### config.mk
export PLATFORM = sky130hd
export DESIGN_NAME = burst_seq
export DESIGN_NICKNAME = d
export VERILOG_FILES = /design/src/rtl/burst_pkg.sv /design/src/rtl/rst_sync.sv /design/src/rtl/burst_ctl.sv /design/src/rtl/burst_order.sv /design/src/rtl/burst_seq.sv
export SDC_FILE = /design/constraint.sdc
export NUM_CORES = 1
export LEC_CHECK = 0
export ABC_AREA = 1
export BUFFER_PORTS_ARGS = -buffer_cell sky130_fd_sc_hd__buf_2
export CORE_AREA = 2 2 39 41
export DETAILED_ROUTE_END_ITERATION = 12
export DIE_AREA = 0 0 41 43
export GPL_TIMING_DRIVEN = 0
export SKIP_LAST_GASP = 1
export SYNTH_ARGS = -nofsm -noshare
export SYNTH_HDL_FRONTEND = slang
export SYNTH_HIERARCHICAL = 1
export SYNTH_SLANG_ARGS = --single-unit
### constraint.sdc
create_clock -name clk -period 1.85 [get_ports clk]
set_input_delay 0.0925 -clock clk [delete_from_list [all_inputs] [get_ports clk]]
set_output_delay 0.0925 -clock clk [all_outputs]
set_load 0.02 [all_outputs]
### src/rtl/burst_pkg.sv
package burst_pkg;
  // Burst ordering selected by the static strap.
  typedef enum logic {
    ORD_LINEAR     = 1'b0,
    ORD_INTERLEAVE = 1'b1
  } order_e;
endpackage

### src/rtl/rst_sync.sv
module rst_sync #(
  parameter int STAGES = 2
) (
  input  logic clk,
  input  logic rst_n,
  output logic rst_sync_n
);
  logic [STAGES-1:0] sync_q;

  always_ff @(posedge clk or negedge rst_n) begin
    if (!rst_n) begin
      sync_q <= '0;
    end else begin
      sync_q <= {sync_q[STAGES-2:0], 1'b1};
    end
  end

  assign rst_sync_n = sync_q[STAGES-1];
endmodule

### src/rtl/burst_ctl.sv
module burst_ctl #(
  parameter int W = 2
) (
  input  logic         clk,
  input  logic         rst_n,
  input  logic         load,
  input  logic         step,
  input  logic [W-1:0] start_i,
  output logic [W-1:0] start_q,
  output logic [W-1:0] beat_q,
  output logic         wrap_q
);
  localparam logic [W-1:0] LAST_BEAT = {W{1'b1}};

  logic [W-1:0] start_d;
  logic [W-1:0] beat_d;
  logic         wrap_d;
  logic         start_en;
  logic         beat_en;

  // Next-state: load wins over step; otherwise hold.
  always_comb begin
    start_en = load;
    beat_en  = load | step;
    start_d  = start_i;
    beat_d   = beat_q;
    wrap_d   = 1'b0;
    if (load) begin
      beat_d = '0;
    end else if (step) begin
      beat_d = beat_q + W'(1);
      wrap_d = (beat_q == LAST_BEAT);
    end
  end

  always_ff @(posedge clk or negedge rst_n) begin
    if (!rst_n) begin
      start_q <= '0;
      beat_q  <= '0;
      wrap_q  <= 1'b0;
    end else begin
      if (start_en) start_q <= start_d;
      if (beat_en)  beat_q  <= beat_d;
      wrap_q <= wrap_d;
    end
  end
endmodule

### src/rtl/burst_order.sv
module burst_order
  import burst_pkg::*;
#(
  parameter int W = 2
) (
  input  logic [W-1:0] start_i,
  input  logic [W-1:0] beat_i,
  input  order_e       order_i,
  output logic [W-1:0] addr_o
);
  logic [W-1:0] lin_addr;
  logic [W-1:0] ilv_addr;

  // Linear: modular sum of start and beat index.
  assign lin_addr = start_i + beat_i;

  // Interleaved: each bit flips where the beat index has a one.
  for (genvar b = 0; b < W; b++) begin : g_ilv
    assign ilv_addr[b] = start_i[b] ^ beat_i[b];
  end

  always_comb begin
    case (order_i)
      ORD_INTERLEAVE: addr_o = ilv_addr;
      default:        addr_o = lin_addr;
    endcase
  end
endmodule

### src/rtl/burst_seq.sv
module burst_seq
  import burst_pkg::*;
#(
  parameter int W          = 2,
  parameter int RST_STAGES = 2
) (
  input  logic         clk,
  input  logic         rst_n,
  input  logic         strobe_p_n,
  input  logic         strobe_c_n,
  input  logic         accept,
  input  logic         adv_n,
  input  logic [W-1:0] addr_lo,
  input  logic         order_sel,
  output logic [W-1:0] burst_addr,
  output logic         wrap_pulse
);
  logic         rst_core_n;
  logic         load;
  logic         step;
  logic [W-1:0] start_q;
  logic [W-1:0] beat_q;
  order_e       order;

  assign load  = accept & (~strobe_p_n | ~strobe_c_n);
  assign step  = ~adv_n;
  assign order = order_e'(order_sel);

  rst_sync #(.STAGES(RST_STAGES)) u_rst (
    .clk        (clk),
    .rst_n      (rst_n),
    .rst_sync_n (rst_core_n)
  );

  burst_ctl #(.W(W)) u_ctl (
    .clk     (clk),
    .rst_n   (rst_core_n),
    .load    (load),
    .step    (step),
    .start_i (addr_lo),
    .start_q (start_q),
    .beat_q  (beat_q),
    .wrap_q  (wrap_pulse)
  );

  burst_order #(.W(W)) u_ord (
    .start_i (start_q),
    .beat_i  (beat_q),
    .order_i (order),
    .addr_o  (burst_addr)
  );
endmodule

# Word level (Yosys, flattened, before mapping)

Cells that the tools add are included.

Bits in registers: 7
Input bits: 9
Output and inout port bits: 3
Logic and storage cells: 22

Mux-type cells: 5
Bitwise gates (word level): 8
Reductions and logical operators: 1
Add/sub/neg operators: 2
Equal/unequal tests: 2

Operator list:

| cell                                          | number |
|---|---|
| two-way mux 2 bit                             | 3 |
| NOT 1 bit                                     | 3 |
| adder 2 x 1 -> 2 bit, second input constant   | 1 |
| adder 2 bit                                   | 1 |
| equality test 2 bit, second input constant    | 1 |
| two-way mux 1 bit                             | 2 |
| != test 2 x 1 -> 1 bit, second input constant | 1 |
| OR 1 bit                                      | 2 |
| AND reduction 2 bit                           | 1 |
| XOR 1 bit                                     | 2 |
| bitwise AND 1 bit                             | 1 |

# Depth between registers and ports, before layout

Gate-level depths: netlist (run 1).

Depth in word-level cells: 5
Mapped depth: 6
Mapped depth without buffers: 6

# Modules after synthesis

The synthesis (run 1) kept the hierarchy.

Modules (own cells, without submodules):

| module      | cells an instance | times used | sequential area each (um^2) | area an instance (um^2) |
|---|---|---|---|---|
| burst_ctl   | 23                | 1          | 125.1                       | 202.7 |
| burst_order | 15                | 1          | 0.0                         | 67.6 |
| rst_sync    | 3                 | 1          | 50.0                        | 53.8 |
| burst_seq   | 3                 | 1          | 0.0                         | 16.3 |

# Least setup slack after synthesis (run 1)

Ideal clock, no wire load.

Path kind: register -> output
Start point: reg u_ctl.beat_q[0]
End point: out burst_addr[1]
Path slack: 0.874 ns
Data required time: 1.757 ns
Cell stages (with the launch flop): 7
Buffers on the path: 0
Arrival time: 0.884 ns
Cell sequence: dfrtp_1 ha_1 inv_1 nor2_1 nand3_1 nand2_1 inv_1

Cells in the longest elaborated chain, start to end: 2

Ends and longest elaborated chain:

| what                   | RTL line          | source |
|---|---|---|
| start, declared        | burst_ctl.sv:10   | `output logic [W-1:0] beat_q,` |
| start signal, assigned | burst_ctl.sv:43   | `if (beat_en) beat_q <= beat_d;` |
| adder 2 bit            | burst_order.sv:15 | `assign lin_addr = start_i + beat_i;` |
| two-way mux 2 bit      | burst_order.sv:23 | `case (order_i)` |
| end, declared          | burst_seq.sv:15   | `output logic [W-1:0] burst_addr,` |

Every way passes these cells.

# Final worst setup path (run 1)

Ends and elaborated chain as after synthesis.

==> metrics, run 1 <==
latest clock arrival within the worst-skew pair 0.25 ns; Die ar. 1763 sq um; Crit Path Max Fanout 4; initial antenna violation count 0; PwrDens 874.4 nW/um^2; Avg Cell Area, Syn 7.735 sq um; Distinct cells, synth 9; Worst Path Required 1.76 ns; global-route wire length before repair slightly below 1000 um; Worst Setup Slack post-DPL between 0.7 and 0.8 ns; Mapped Nets 55; Die X 41 um; Ys Warns 6; max frequency 747.9 MHz; Startpoint Class flop; Tot GR Track Use 0.08595; gpl congestion 0.7614; Ant. Diodes 0; CTS tree yes; nets@finish roughly 70; Finished Core Util 0.3264; Final WS setup 0.5129 ns; Slew Viols, Final 0; leakage dissipation 0.2675 nW; Post-Syn Instances 44; Clock transition at path regs 0.05 ns; Initial Utilization 0.2459; First DRT Iteration DRCs 4; type of destination of the critical path output pin; slowest library cell on the worst path dfrtp_1; GR Util met3 0.04712; Critical Path Most Common Cell inv_1; unrepaired setup endpoints after global routing no; worst clock skew around 0.0029 ns; final setup fails 0; Seq cells post-synth 7; final cycle utilization of the critical path 0.7228; IO Port Bufs 11; DRC viols 0; met2 GRT Util 0.1344; WP depth 7; Top Ports 12; crit path buf inv count 3; GR Overflow Total 0; family with the most delay on the worst path flip-flops; Total Power 0.3950 mW; via count 304; total wire length 561 um; post-DR wirelength/cell 7.382 um; min-delay worst type input pin to flop; setup slack, reg-to-reg 0.90 ns; hold depth 3; status complete, no violations; cell area after synthesis around 340 sq um; DR pass1 iterations 2; critical-path cell list ha_1, inv_1, nor2_1, nand3_1, nand2_1, inv_1, buf_2; Synth-to-Final Area Change 32.72%; min cycle time layout around 1.3 ns; Setup TNS 0 ns; dpl hpwl 466.7 um; largest net degree at the start of global routing 6; clock sinks 7; Yosys top cell area share 0.5147; Critical Path Max Stage Delay 0.39 ns; met1 Resource Use GR 0.08882; share of cells above drive strength 1 0.2667; post-CTS setup buffer count 0; Routed Antenna Nets 0; Final Hold Fails 0; TritonCTS buffer count 3; Worst EP arrival 1.24 ns; chip height 43 um; cell accounting for the most synthesized area dfrtp_1; Worst Setup Path Type flop to output pin; vias in the first global route 288; FP Rows 14; GRT busiest layer met2; max cap viols 0; clk root buf clkbuf_4; peak supply drop 0.3852 mV; H-Tree Level Count 1; Area contributors post-synth dfrtp_1, nand2_1, inv_1; Clock Path Buffers 2; Core ar. 1384 sq um; vias per inst 4.000; Seq/Total Area, Yosys 0.5147; depth of the most critical reg-to-reg path 3
-- logic make-up after synthesis --
family,count (synthesis),synth area share
buf+inv,8,0.08824
compound gates,1,0.02574
simple gates,25,0.2868
other cells,1,0.01102
flops,7,0.5147
fa+ha+maj,2,0.07352
-- sequential cells by signal, indices dropped and copies added (netlist names) --
name / flops
u_ctl/beat_q: 2
u_ctl/start_q: 2
u_rst/sync_q: 2
u_ctl/wrap_q: 1
-- placed cells by master (no fill, tap or decap) --
cell	count
nand2_1	17
inv_1	7
nand3_1	3
ha_1	2
clkbuf_1	1
buf_2	11
dfrtp_1	7
a21oi_2	1
clkbuf_4	3
dlygate4sd3_1	1
conb_1	1
nor2_1	5
inv_2	1
-- per-layer routing --
layer | routed length [um] | vias up
met4 | 0 | 0
li1 | - | 162
met5 | 0 | -
met2 | 247 | 10
met3 | 44 | 0
met1 | 270 | 132
-- timing repair --
action / in CTS / in global routing
endpoints found under the hold margin: 2 / 0
hold buffers: 1 / 0
gates resized for setup: 0 / 0
-- layout make-up --
| type | count | area [sq um] |
|---|---|---|
| fillers | 158 | 932.1 |
| multi-input cells | 29 | 135.1 |
| well taps | 16 | 20.02 |
| inverters | 8 | 30.03 |
| repair buffers | 12 | 65.06 |
| flip-flops and latches | 7 | 175.2 |
| clock buffers | 4 | 26.28 |
-- per-stage QoR --
| stage | hold WS, ns | cell area [sq um] | std cells |
|---|---|---|---|
| after detailed placement | -0.1183 | 415.4 | 71 |
| after global placement | -0.1204 | 415.4 | 71 |
| after global routing | 0.06950 | 451.7 | 76 |
| after floorplan | -0.2031 | 340.3 | 44 |
| final | 0.04316 | 451.7 | 76 |
| after CTS | 0.03560 | 451.7 | 76 |
-- worst register-to-register path, stage by stage (launching register included) --
cell     delay (ns)
dfrtp_1        0.41
ha_1           0.31
nand3_1        0.08
nand2_1        0.05
-- synth_stat cells --
cell type  instances
nand2_1           17
dfrtp_1            7
inv_1              7
nor2_1             5
nand3_1            3
ha_1               2
a21oi_2            1
conb_1             1
inv_2              1
-- report_power, final --
group | internal (mW) | total [mW] | switching [mW] | leakage [nW]
logic | 0.0333 | 0.0803 | 0.0470 | 0.165
clock network | 0.0820 | 0.134 | 0.0524 | 0.0150
registers | 0.167 | 0.180 | 0.0131 | 0.0874
-- path summary, 6_finish.rpt --
path / from / to
max reg2reg: u_ctl/beat_q[0] / u_ctl/beat_q[1]
min reg2reg: u_rst/sync_q[1] / u_ctl/beat_q[1]
min: addr_lo[0] / u_ctl/start_q[0]
min in group asynchronous: u_rst/sync_q[1] / u_ctl/beat_q[1]
max: u_ctl/beat_q[0] / burst_addr[1]
max in group asynchronous: u_rst/sync_q[1] / u_ctl/start_q[1]
Note: power is estimated with default switching activity, not from simulation.
==> run 2: changes to the inputs <==
clock period = 1.2 ns   (was 1.85 ns; I/O delays follow)
==> run 2 against run 1 <==
Against the previous run: the run now ends with negative setup slack left; wire length is 3.6% higher; sequential share of layout area is 1.0 points lower; clock skew hardly changed; cell count is 1.3% higher; total power is 57% higher; utilization is 0.90 points higher; global-route usage is 0.40 points higher; worst setup slack worse by 0.56 ns; count of clock-buffer cells in the layout stayed put; critical path depth stayed put; first-iteration DRC count is 25% lower; flip-flop and latch count stayed put.
==> metrics, run 2 (synthesis results as in run 1) <==
fin cells 77 (was 76); latest clock arrival within the worst-skew pair 0.24 ns (was 0.25 ns); Synth-to-Final Area Change 36.40% (was 32.72%); CTS tree yes (unchanged); switching power 0.1752 mW (was 0.1125 mW); H-Tree Level Count 1 (unchanged); Die ar. 1763 sq um (unchanged); slowest library cell on the worst path dfrtp_1 (unchanged); leakage dissipation 0.2713 nW (was 0.2675 nW); GR Overflow Total 0 (unchanged); Core ar. 1384 sq um (unchanged); unrepaired setup endpoints after global routing yes (was no); min-delay worst type input pin to flop (unchanged); HP Start addr_lo[0] (unchanged); Critical Path Most Common Cell inv_1 (unchanged); max cap viols 0 (unchanged); IO Port Bufs 11 (unchanged); Routed Antenna Nets 0 (unchanged); switch share 0.2825 (was 0.2848); FP Rows 14 (unchanged); vias per inst 4.026 (was 4.000); crit path buf inv count 3 (unchanged); internal power 0.4450 mW (was 0.2825 mW); gpl congestion 0.7614 (unchanged); global-route wire length before repair 1014 um (was 972 um); Clock Path Buffers 2 (unchanged); via count 310 (was 304); total wire length 581 um (was 561 um); nets@finish 73 (was 72); final setup fails 1 (was 0); Slew Viols, Final 0 (unchanged); largest net degree at the start of global routing 6 (unchanged); Worst Path Required 1.14 ns (was 1.76 ns); Tot GR Track Use 0.08999 (was 0.08595); commonest non-fill, non-tap cell in the layout nand2_1 (unchanged); clock sinks 7 (unchanged); Clk pwr share 0.334 (was 0.340); Startpoint Class flop (unchanged); critical-path cell list ha_2, inv_1, nor2_1, nand3_1, nand2_1, inv_1, buf_4 (was ha_1, inv_1, nor2_1, nand3_1, nand2_1, inv_1, buf_2); max frequency ~800 MHz; most frequent cells in the layout nand2_1, buf_2, inv_1, dfrtp_1, nor2_1 (unchanged); chip height 43 um (unchanged); Clock transition at path regs 0.05 ns (about the same); Top Ports 12 (unchanged); peak supply drop 0.5956 mV (was 0.3852 mV); First DRT Iteration DRCs 3 (was 4); clk root buf clkbuf_4 (unchanged); Final Hold Fails 0 (unchanged); share of power burned in registers 0.445 (was 0.456); Worst EP arrival 1.19 ns (was 1.24 ns); Final WS setup -0.04814 ns (was 0.5129 ns); Worst Setup Path Type flop to output pin (unchanged); type of destination of the critical path output pin (unchanged); vias in the first global route 298 (was 288); Die X 41 um (unchanged); Setup TNS -0.04814 ns (was 0 ns); final cycle utilization of the critical path 1.040; DRC viols 0 (unchanged); TritonCTS buffer count 3 (unchanged); Ant. Diodes 0 (unchanged); status finished with violations (was complete, no violations); Crit Path Max Fanout 2 (was 4); Comb pwr share 0.221 (was 0.203); Initial Utilization 0.2459 (unchanged); worst reg2reg startpoint u_ctl/beat_q[0] (unchanged); family with the most delay on the worst path flip-flops (unchanged); placed instance count 71 (unchanged); share of cells above drive strength 1 0.2951 (was 0.2667); initial antenna violation count 0 (unchanged); Critical Path Max Stage Delay 0.35 ns (was 0.39 ns); DR pass1 iterations 4 (was 2); Fill cells 159 (was 158); post-DR wirelength/cell 7.545 um (was 7.382 um); CP startpoint u_ctl/beat_q[0] (unchanged); min cycle time layout around 1.2 ns; dpl hpwl 466.7 um (unchanged); Top Registers u_ctl/beat_q (2), u_ctl/start_q (2), u_rst/sync_q (2) (unchanged); worst clock skew 0.002419 ns (was 0.002861 ns); failing checks negative setup slack; PwrDens 1336 nW/um^2 (was 874.4 nW/um^2)
## run 2: per-layer routing
metal  vias up  GRT usage  share of wire
li1        162          -              -
met1       138    0.09211           0.47
met2        10     0.1438           0.46
met3         0    0.04712          0.077
met4         0    0.04000              0
met5         -          0              0
## run 2: cell type report
| cell class | instances | area, sq um | share of cell area |
|---|---|---|---|
| Tap cell | 16 | 20.02 | 0.04313 |
| Timing Repair Buffer | 13 | 75.07 | 0.1617 |
| Multi-Input combinational cell | 29 | 137.6 | 0.2965 |
| Inverter | 8 | 30.03 | 0.06469 |
| Sequential cell | 7 | 175.2 | 0.3774 |
| Clock buffer | 4 | 26.28 | 0.05660 |
## run 2: worst paths after layout
kind | end | slack (ns) | cells past startpoint
worst min-delay path | u_ctl/start_q[0] | 0.01 | 3
worst max-delay path | burst_addr[1] | -0.05 | 7
max in group asynchronous | u_ctl/start_q[1] | 0.95 | 0
worst min register to register | u_ctl/beat_q[1] | 0.07 | 0
worst max register to register | u_ctl/beat_q[1] | 0.15 | 4
min in group asynchronous | u_ctl/beat_q[1] | 0.07 | 0
## run 2: stage by stage
stage / hold WS (ns) / total power, mW / util / setup WS [ns] / instance area [sq um]
global route: 0.03700 / 0.6759 / 0.3354 / -0.1569 / 464.2
floorplan: -0.2356 / 0.3644 / - / 0.2564 / 340.3
finish: 0.01088 / 0.6202 / 0.3354 / -0.04814 / 464.2
global placement: -0.1529 / 0.4005 / 0.3002 / 0.1568 / 415.4
CTS: 0.003096 / 0.6283 / 0.3336 / -0.07912 / 461.7
detailed placement: -0.1508 / 0.4057 / 0.3002 / 0.1351 / 415.4
## run 2: power by group through the flow
stage	registers (mW)	clock network (mW)	logic, mW
CTS	0.277	0.217	0.134
global placement	0.281	0	0.119
detailed placement	0.283	0	0.123
finish	0.276	0.207	0.137
global route	0.280	0.237	0.159
floorplan	0.279	0	0.0857
## run 2: timing repair
action / CTS / global route
pin swaps: 0 / 0
cloned: 0 / 0
hold buffers: 1 / 0
resized for setup: 1 / 1
buffers inserted: 1 / 0
endpoints found under the hold margin: 2 / 0
setup endpoints to repair: 1 / 1
## run 2: worst register-to-register path, cell delays in order, from the launching register on
cell and delay (ns):
dfrtp_1 0.38, buf_4 0.15, ha_1 0.28, nand3_1 0.08, nand2_1 0.05
==> run 3: changes to the inputs <==
ABC_AREA = 0   (was 1)
==> run 3 against run 2 <==
Against the previous run: the flow still finishes with violations (negative setup slack); global-route usage fell by 1.3 points; clock power barely moved; sequential power rose by 4%; critical path type unchanged.
==> metrics, run 3 <==
Reg area 175.2 sq um (unchanged); largest family of logic cells by synthesized area multiplexers (was simple AND/OR/NAND/NOR gates); final cycle utilization of the critical path 1.056 (was 1.040); Clock Path Buffers 2 (unchanged); Die X 41 um (unchanged); fin cells 57 (was 77); mux share of post-synthesis cell area 0.1088 (was 0); switch share 0.2810 (was 0.2825); cell with the most instances after synthesis dfrtp_1 (was nand2_1); failing checks negative setup slack (unchanged); Area contributors post-synth dfrtp_1, xnor2_1, ha_1 (was dfrtp_1, nand2_1, inv_1); post-DR wirelength/cell 8.754 um (was 7.545 um); Final Hold Fails 0 (unchanged); Routed Antenna Nets 0 (unchanged); Worst Setup Slack post-DPL 0.1346 ns (was 0.1351 ns); area occupied by multi-input gates 145.1 sq um (was 137.6 sq um); leakage dissipation 0.2296 nW (was 0.2713 nW); Yosys top cell area share 0.5858 (was 0.5147); post-synthesis async set-or-reset flop share 1.000 (unchanged); design area 455.4 sq um (was 464.2 sq um); Met1 Wirelength 223 um (was 271 um); Crit Path Max Fanout 2 (unchanged); Ys Warns 6 (unchanged); Setup TNS -0.06761 ns (was -0.04814 ns); Final WS setup -0.06761 ns (was -0.04814 ns); Worst Path Required 1.14 ns (about the same); Initial Utilization 0.2161 (was 0.2459); peak supply drop 0.4951 mV (was 0.5956 mV); Avg Cell Area, Syn 13.00 sq um (was 7.735 sq um); First DRT Iteration DRCs 0 (was 3); total wire length 499 um (was 581 um); Synth-to-Final Area Change 52.30% (was 36.40%); FP Rows 14 (unchanged); Seq/Total Area, Yosys 0.5858 (was 0.5147); DRC viols 0 (unchanged); Post-Syn Instances 23 (was 44); Die ar. 1763 sq um (unchanged); Clk pwr share 0.296 (was 0.334); Total Power 0.7087 mW (was 0.6202 mW); initial antenna violation count 0 (unchanged); status finished with violations (unchanged); Slew Viols, Final 0 (unchanged); vias in the first global route 227 (was 298); clock sinks 7 (unchanged); share of cells above drive strength 1 0.5610 (was 0.2951); vias per inst 3.789 (was 4.026); latest clock arrival within the worst-skew pair 0.25 ns (was 0.24 ns); Ant. Diodes 0 (unchanged); Seq cells post-synth 7 (unchanged); Startpoint Class flop (unchanged); Fill cells 154 (was 159); type of destination of the critical path output pin (unchanged); most frequent cells in the layout buf_2, dfrtp_1, buf_4 (was nand2_1, buf_2, inv_1, dfrtp_1, nor2_1); ys flop type dfrtp_1 (unchanged); Core ar. 1384 sq um (unchanged); Tot GR Track Use 0.07716 (was 0.08999); clk root buf clkbuf_4 (unchanged); GR Overflow Total 0 (unchanged); max cap viols 0 (unchanged); Synth Area in Simple Gates 0.07113 (was 0.2868); final setup fails 1 (unchanged); IO Port Bufs 11 (unchanged); commonest non-fill, non-tap cell in the layout buf_2 (was nand2_1); share of power burned in registers 0.405 (was 0.445); Mapped Nets 34 (was 55); TritonCTS buffer count 3 (unchanged); Compound-Gate Fraction of Synth Area 0.03766 (was 0.02574); H-Tree Level Count 1 (unchanged); largest net degree at the start of global routing 6 (unchanged); via count 216 (was 310); max frequency 788.9 MHz (was 801.2 MHz); CTS tree yes (unchanged); global-route wire length before repair 876 um (was 1014 um); worst clock skew 0.004261 ns (was 0.002419 ns); adder-cell share of the synthesized area 0.08368 (was 0.07353); nets@finish 53 (was 73); Synth Area in XOR/XNOR 0.08787 (was 0); Worst Setup Path Type flop to output pin (unchanged); Top Registers u_ctl/beat_q (2), u_ctl/start_q (2), u_rst/sync_q (2) (unchanged); min-delay worst type input pin to flop (unchanged); chip height 43 um (unchanged); Distinct cells, synth 11 (was 9); cell accounting for the most synthesized area dfrtp_1 (unchanged); Worst EP arrival 1.21 ns (was 1.19 ns); Placement Cell Area 374.1 sq um (was 415.4 sq um); Clock transition at path regs 0.05 ns (about the same); DR pass1 iterations 1 (was 4); placed instance count 50 (was 71); gpl congestion 0.6250 (was 0.7614); min cycle time layout 1.268 ns (was 1.248 ns); Post-synth EDFFs 0 (unchanged); internal power 0.5095 mW (was 0.4450 mW); Top Ports 12 (unchanged); unrepaired setup endpoints after global routing yes (unchanged); Met3 Routed Length 38 um (was 45 um); cell area after synthesis 299.0 sq um (was 340.3 sq um); PwrDens 1556 nW/um^2 (was 1336 nW/um^2); Comb pwr share 0.299 (was 0.221); switching power 0.1992 mW (was 0.1752 mW); top post-synthesis cells by count dfrtp_1, nor2_1, xnor2_1, ha_1, mux2_2 (was nand2_1, dfrtp_1, inv_1, nor2_1, nand3_1); met2 routed WL 236 um (was 265 um); highest routed metal layer met3 (unchanged)
run 3: critical path, cell delays in order, from the launching register on:
cell and delay, ns:
dfrtp_1 0.38, ha_2 0.18, nor2b_4 0.12, xnor2_2 0.11, buf_4 0.16
run 3: worst paths after layout:
check	start	to	slack, ns	cells past startpoint
max	u_ctl/beat_q[0]	burst_addr[1]	-0.07	4
min	addr_lo[0]	u_ctl/start_q[0]	0.04	2
max reg2reg	u_ctl/beat_q[0]	u_ctl/beat_q[1]	0.09	4
min reg2reg	u_rst/sync_q[1]	u_ctl/start_q[0]	0.08	0
max in group asynchronous	u_rst/sync_q[1]	u_ctl/start_q[1]	0.94	0
min in group asynchronous	u_rst/sync_q[1]	u_ctl/start_q[0]	0.08	0
run 3: cells by family (layout without fill, tap and decap cells):
group / after synthesis / count (layout)
mux: 3 / 3
flops: 7 / 7
compound gates: 1 / 1
simple gates: 5 / 5
fa+ha+maj: 2 / 2
xor+xnor: 3 / 3
other cells: 1 / 1
buf+inv: 1 / 19
run 3: stage by stage:
step	hold slack, ns	utilization
6_report	0.04314	0.3291
5_1_grt	0.04946	0.3291
4_1_cts	0.03308	0.3146
3_5_place_dp	-0.1521	0.2703
3_3_place_gp	-0.1548	0.2703
2_1_floorplan	-0.2356	-
run 3: final cells by class:
class / instances / share of cell area
Clock buffer: 4 / 0.05769
Tap cell: 16 / 0.04396
Timing Repair Buffer: 14 / 0.1868
Inverter: 1 / 0.008242
Multi-Input combinational cell: 15 / 0.3187
Sequential cell: 7 / 0.3846
run 3: what timing repair did:
item                                   in CTS  in global routing
setup endpoints to repair                   1                  2
resized for setup                           3                  4
gates cloned                                0                  0
endpoints found under the hold margin       2                  0
pin swaps                                   2                  1
hold buffers                                1                  0
setup buffers                               2                  0
run 3: metal layers:
metal  track usage  vias to the layer above
met5             0                        -
met4       0.06000                        0
met3       0.03141                        0
met2       0.09688                        9
met1        0.1000                       99
li1              -                      108
run 3: power by group through the flow:
stage | clock (mW) | sequential (mW) | combinational (mW)
after detailed placement | 0 | 0.290 | 0.151
after floorplan | 0 | 0.286 | 0.108
after global routing | 0.229 | 0.292 | 0.239
after global placement | 0 | 0.289 | 0.148
final | 0.210 | 0.287 | 0.212
after CTS | 0.222 | 0.283 | 0.178
